<file path="src/rtl/cmp_pkg.sv">
package cmp_pkg;

    // Relation of one operand slice against the other
    typedef struct packed {
        logic lt;
        logic eq;
        logic gt;
    } rel_t;

    // The six flags driven at the block edge
    typedef struct packed {
        logic eq;
        logic ne;
        logic lt;
        logic gt;
        logic le;
        logic ge;
    } flags_t;

    // Neutral element: a slice that is equal defers to the lower slice
    localparam rel_t REL_EQUAL = '{lt: 1'b0, eq: 1'b1, gt: 1'b0};

    // Merge a more significant slice result with a less significant one
    function automatic rel_t rel_merge(input rel_t hi, input rel_t lo);
        rel_t r;
        r.lt = hi.lt | (hi.eq & lo.lt);
        r.gt = hi.gt | (hi.eq & lo.gt);
        r.eq = hi.eq & lo.eq;
        return r;
    endfunction

endpackage

</file>
<file path="src/rtl/cmp_bias.sv">
module cmp_bias #(
    parameter int W = 8
) (
    input  logic [W-1:0] a_i,
    input  logic [W-1:0] b_i,
    input  logic         unsigned_mode,
    output logic [W-1:0] a_o,
    output logic [W-1:0] b_o
);
    // Flipping the sign bit maps two's-complement order onto unsigned order
    logic [W-1:0] flip_d;

    always_comb begin
        flip_d        = '0;
        flip_d[W-1]   = ~unsigned_mode;
    end

    assign a_o = a_i ^ flip_d;
    assign b_o = b_i ^ flip_d;

endmodule

</file>
<file path="src/rtl/cmp_tree.sv">
module cmp_tree
    import cmp_pkg::*;
#(
    parameter int W = 8
) (
    input  logic [W-1:0] a_i,
    input  logic [W-1:0] b_i,
    output rel_t         rel_o
);
    localparam int LEVELS = (W > 1) ? $clog2(W) : 0;
    localparam int P      = 1 << LEVELS;

    // Heap layout: node k has children 2k (lower) and 2k+1 (upper); leaves at P+i
    rel_t node [1:2*P-1];

    for (genvar i = 0; i < P; i++) begin : g_leaf
        if (i < W) begin : g_bit
            assign node[P+i] = '{lt: ~a_i[i] &  b_i[i],
                                 eq: ~(a_i[i] ^ b_i[i]),
                                 gt:  a_i[i] & ~b_i[i]};
        end else begin : g_pad
            assign node[P+i] = REL_EQUAL;
        end
    end

    for (genvar k = 1; k < P; k++) begin : g_merge
        assign node[k] = rel_merge(node[2*k+1], node[2*k]);
    end

    assign rel_o = node[1];

endmodule

</file>
<file path="src/rtl/cmp_flags.sv">
module cmp_flags
    import cmp_pkg::*;
(
    input  rel_t   rel_i,
    output flags_t flags_o
);
    flags_t flags_d;

    always_comb begin
        flags_d.eq = rel_i.eq;
        flags_d.ne = ~rel_i.eq;
        flags_d.lt = rel_i.lt;
        flags_d.gt = rel_i.gt;
        flags_d.le = rel_i.lt | rel_i.eq;
        flags_d.ge = rel_i.gt | rel_i.eq;
    end

    assign flags_o = flags_d;

endmodule

</file>
<file path="src/rtl/mag_compare.sv">
module mag_compare
    import cmp_pkg::*;
#(
    parameter int W = 8
) (
    input  logic [W-1:0] opd_a,
    input  logic [W-1:0] opd_b,
    input  logic         unsigned_mode,
    output logic         is_eq,
    output logic         is_ne,
    output logic         is_lt,
    output logic         is_gt,
    output logic         is_le,
    output logic         is_ge
);
    logic [W-1:0] a_k;
    logic [W-1:0] b_k;
    rel_t         rel;
    flags_t       flags;

    cmp_bias #(.W(W)) u_bias (
        .a_i           (opd_a),
        .b_i           (opd_b),
        .unsigned_mode (unsigned_mode),
        .a_o           (a_k),
        .b_o           (b_k)
    );

    cmp_tree #(.W(W)) u_tree (
        .a_i   (a_k),
        .b_i   (b_k),
        .rel_o (rel)
    );

    cmp_flags u_flags (
        .rel_i   (rel),
        .flags_o (flags)
    );

    assign is_eq = flags.eq;
    assign is_ne = flags.ne;
    assign is_lt = flags.lt;
    assign is_gt = flags.gt;
    assign is_le = flags.le;
    assign is_ge = flags.ge;

    // Checks across the bias, tree and flag stages
    always_comb begin
        assert_eq_mode_free_R1: assert (is_eq == (opd_a == opd_b));
        assert_unsigned_order_R2: assert (!unsigned_mode || (is_lt == (opd_a < opd_b)));
        assert_signed_order_R3: assert (unsigned_mode || (is_lt == ($signed(opd_a) < $signed(opd_b))));
        assert_one_relation_R4: assert ($onehot({is_lt, is_eq, is_gt}));
        assert_derived_flags_R5: assert ((is_le == !is_gt) && (is_ge == !is_lt) && (is_ne == !is_eq));
    end

endmodule

</file>
<file path="config.mk">
export PLATFORM = sky130hd
export DESIGN_NAME = mag_compare
export DESIGN_NICKNAME = d
export VERILOG_FILES = /design/src/rtl/cmp_pkg.sv /design/src/rtl/cmp_bias.sv /design/src/rtl/cmp_tree.sv /design/src/rtl/cmp_flags.sv /design/src/rtl/mag_compare.sv
export SDC_FILE = /design/constraint.sdc
export NUM_CORES = 1
export LEC_CHECK = 0
export BUFFER_PORTS_ARGS = -buffer_cell sky130_fd_sc_hd__buf_2
export CORE_AREA = 2 2 39 41
export DETAILED_ROUTE_END_ITERATION = 8
export DIE_AREA = 0 0 41 43
export PLACE_DENSITY_LB_ADDON = 0.15
export SYNTH_ARGS = -nofsm -noshare
export SYNTH_HDL_FRONTEND = slang
export SYNTH_SLANG_ARGS = --single-unit
</file>
<file path="constraint.sdc">
create_clock -name vclk -period 1.5
set_input_delay 0.3 -clock vclk [all_inputs]
set_output_delay 0.3 -clock vclk [all_outputs]
set_load 0.005 [all_outputs]
</file>
==> implementation parameters <==
Parameter                              Value

Worst hold path
  Type of the tightest min-delay check    input port to output pin
  Worst Hold End    is_lt
  Cell count of the worst hold path    6
  Hold Startpoint    opd_b[3]

Setup path
  Startpoint type of the worst setup path    input port
  Critical path cell sequence    buf_12 -> xnor2_4 -> inv_2 -> ha_4 -> nand2_4 -> or3_4 -> inv_2 -> buf_6
  Maximum single-stage delay on the critical path    0.37 ns
  Worst setup path category    input port to output pin
  Worst-path maximum fanout    4
  Crit path launch    unsigned_mode
  Cell with the most instances on the worst path    sky130_fd_sc_hd__inv_2
  Worst setup EP type    output pin
  Cell with the largest stage delay on the worst path    sky130_fd_sc_hd__or3_4
  Arrival time reported for the critical path endpoint    1.48 ns
  Required time of the critical path    1.20 ns

Synth
  Post-synth top cells    16 x sky130_fd_sc_hd__ha_1, 16 x sky130_fd_sc_hd__inv_1, 8 x sky130_fd_sc_hd__a21oi_1
  Cell type with the largest total area after synthesis    sky130_fd_sc_hd__ha_1
  Post-synthesis cell type count    12
  Gate Count Post-Synth    59
  Top-area cell type share of the netlist area    47.1%
  Mapped Nets    92
  Biggest area contributors in the synthesized netlist    sky130_fd_sc_hd__ha_1 47%, sky130_fd_sc_hd__inv_1 14%, sky130_fd_sc_hd__a21oi_1 9.4%
  Warning count from the yosys run    0
  Fraction of the yosys area taken by sequential cells    0%
  Mean area per synthesized cell    7.21 um^2
  Area of the mapped netlist    425 um^2

Pwr
  Worst supply voltage drop on vdd    0.232 mV
  Psw    103 uW
  Static leakage    0.440 nW
  Sequential group share of total power    0%
  Combinational cell fraction of total power    100.0%
  Proportion of power drawn by the clock network    0%
  Post-route total power    225 uW
  Switching share of power    45.9%
  Internal power contribution    122 uW
  Power Density    318 nW/um^2

Floorplan
  Placeable Area    1380 um^2
  Effective utilization at floorplan    30.7%
  Horizontal die dimension    41 um
  Die Y    43 um
  Row Count    14
  Total I/O pin count    23
  Full die area    1760 um^2

Layout
  Layout clock buffers    0
  Combined flip-flop and latch cell area    0 um^2
  Proportion of layout cells with a drive suffix above 1    44.9%
  Final net count    124
  Post-route insts no fill    105
  Sequential cell count    0
  Final std cell area, no fill    708 um^2
  Layout-stage area growth over the synthesis result    66.5%
  Diodes inserted    0

Job
  Max capacitance violation total    0

Routing
  DRC marker count from the first detailed-route iteration    0
  Vias per cell    4.32
  DRC    0
  Number of routed nets with antenna violations    0
  WL per Instance    7.60 um
  WL final    798 um
  Via count    454
  Detailed-routing iteration count for the pre-antenna-repair pass    1

Timing
  Number of max-slew violations in the final report    0
  Highest achievable clock rate    0.563 GHz
  Slew at the pin closest to its max-slew limit    0.211 ns
  Fin. Hold Viols    0
  Portion of the clock cycle consumed by the worst path in the final layout    119%
  Clock period minus final worst setup slack    1.78 ns
  Hold WS    1.16 ns
  RSZ-0062 raised after global routing    true
  Post-route worst setup slack    -0.278 ns
  Slew Limit Headroom    85.8%
  Number of setup violations in the final report    6

CTS
  Post-CTS setup-driven buffer insertion count    0
  CTS hold repair buffers    0

Placed design
  DP Wirelength    764 um
  Placed standard-cell area    647 um^2
  Global placer's final weighted congestion    0.682
  Post-place setup slack    -0.347 ns
  Cell count after placement    105
  Number of buffers added on ports    23

GRT
  Number of global-route vias before repair    377
  Global-route wire length before repair    1350 um
  GRT overflow    0
  Pin count of the biggest net entering global routing    5
  Antenna violations before repair    0
  GR Util All Layers    9.91%

Outcome
  Violations in the final reports    setup timing
  Outcome    finished, violations left
[stage by stage]
stage / utilization, % / TNS [ns]
floorplan: - / -0.0494
global placement: 46.7 / -1.94
detailed placement: 46.7 / -1.97
CTS: 49.6 / -1.55
global route: 51.2 / -1.87
finish: 51.2 / -1.39
[worst max path at each step]
| stage | slack (ns) | to |
|---|---|---|
| finish | -0.28 | is_eq |
| global route | -0.34 | is_eq |
| CTS | -0.29 | is_eq |
| detailed placement | -0.35 | is_lt |
| global placement | -0.34 | is_le |
| floorplan | -0.05 | is_eq |
[cell families after synthesis]
| family | Yosys count | share of synthesized area (%) |
|---|---|---|
| AO/OA/AOI/OAI | 18 | 24.7 |
| adder cells (fa/ha/maj) | 16 | 47.1 |
| XOR/XNOR | 2 | 4.12 |
| AND/OR/NAND/NOR | 6 | 9.12 |
| buffers and inverters | 17 | 15.0 |
[worst max-delay path, delay by kind of cell]
kind	cells	cell delay (ns)
xor gates and xnor gates	1	0.16
adders and majority gates	1	0.28
buffers and inverters	4	0.31
and+or+nand+nor	2	0.42
[placed cells by master (no fill, tap or decap)]
master	synthesis	layout
sky130_fd_sc_hd__nand4_2	1	1
sky130_fd_sc_hd__o21ai_0	4	3
sky130_fd_sc_hd__or3_4	1	1
sky130_fd_sc_hd__a21oi_2	0	1
sky130_fd_sc_hd__inv_1	16	15
sky130_fd_sc_hd__buf_4	0	7
sky130_fd_sc_hd__buf_8	0	1
sky130_fd_sc_hd__inv_2	1	2
sky130_fd_sc_hd__ha_4	0	1
sky130_fd_sc_hd__buf_2	0	20
sky130_fd_sc_hd__buf_6	0	1
sky130_fd_sc_hd__a21o_1	4	4
sky130_fd_sc_hd__buf_12	0	1
sky130_fd_sc_hd__xnor2_4	0	2
sky130_fd_sc_hd__ha_1	16	15
sky130_fd_sc_hd__nand2_1	3	2
sky130_fd_sc_hd__o211ai_1	2	2
sky130_fd_sc_hd__nand2_4	0	1
sky130_fd_sc_hd__a21oi_1	8	7
sky130_fd_sc_hd__nor2_2	0	1
sky130_fd_sc_hd__o21ai_1	0	1
[power by group through the flow]
stage | logic [mW] | clock network [mW] | registers [mW]
2_1_floorplan | 0.119 | 0 | 0
3_3_place_gp | 0.201 | 0 | 0
3_5_place_dp | 0.202 | 0 | 0
4_1_cts | 0.223 | 0 | 0
5_1_grt | 0.260 | 0 | 0
6_report | 0.225 | 0 | 0
[routing by layer]
metal	track usage [%]	part of all wire [%]	wire, um
met2	16.9	42	336
met1	13.7	49	393
met3	1.05	8.5	68
met4	0	0	0
met5	0	0	0
[final cells by class]
type / count / area, um^2
fill: 129 / 676
multi-input combinational: 42 / 425
timing repair buffer: 30 / 199
inverter: 17 / 63.8
tap: 16 / 20.0
[what timing repair did]
action | 4_1_cts | 5_1_grt
gates cloned | 0 | 0
gates resized for setup | 8 | 6
pin swaps | 4 | 4
setup endpoints to repair | 6 | 6
Note: power is estimated with default switching activity, not from simulation.
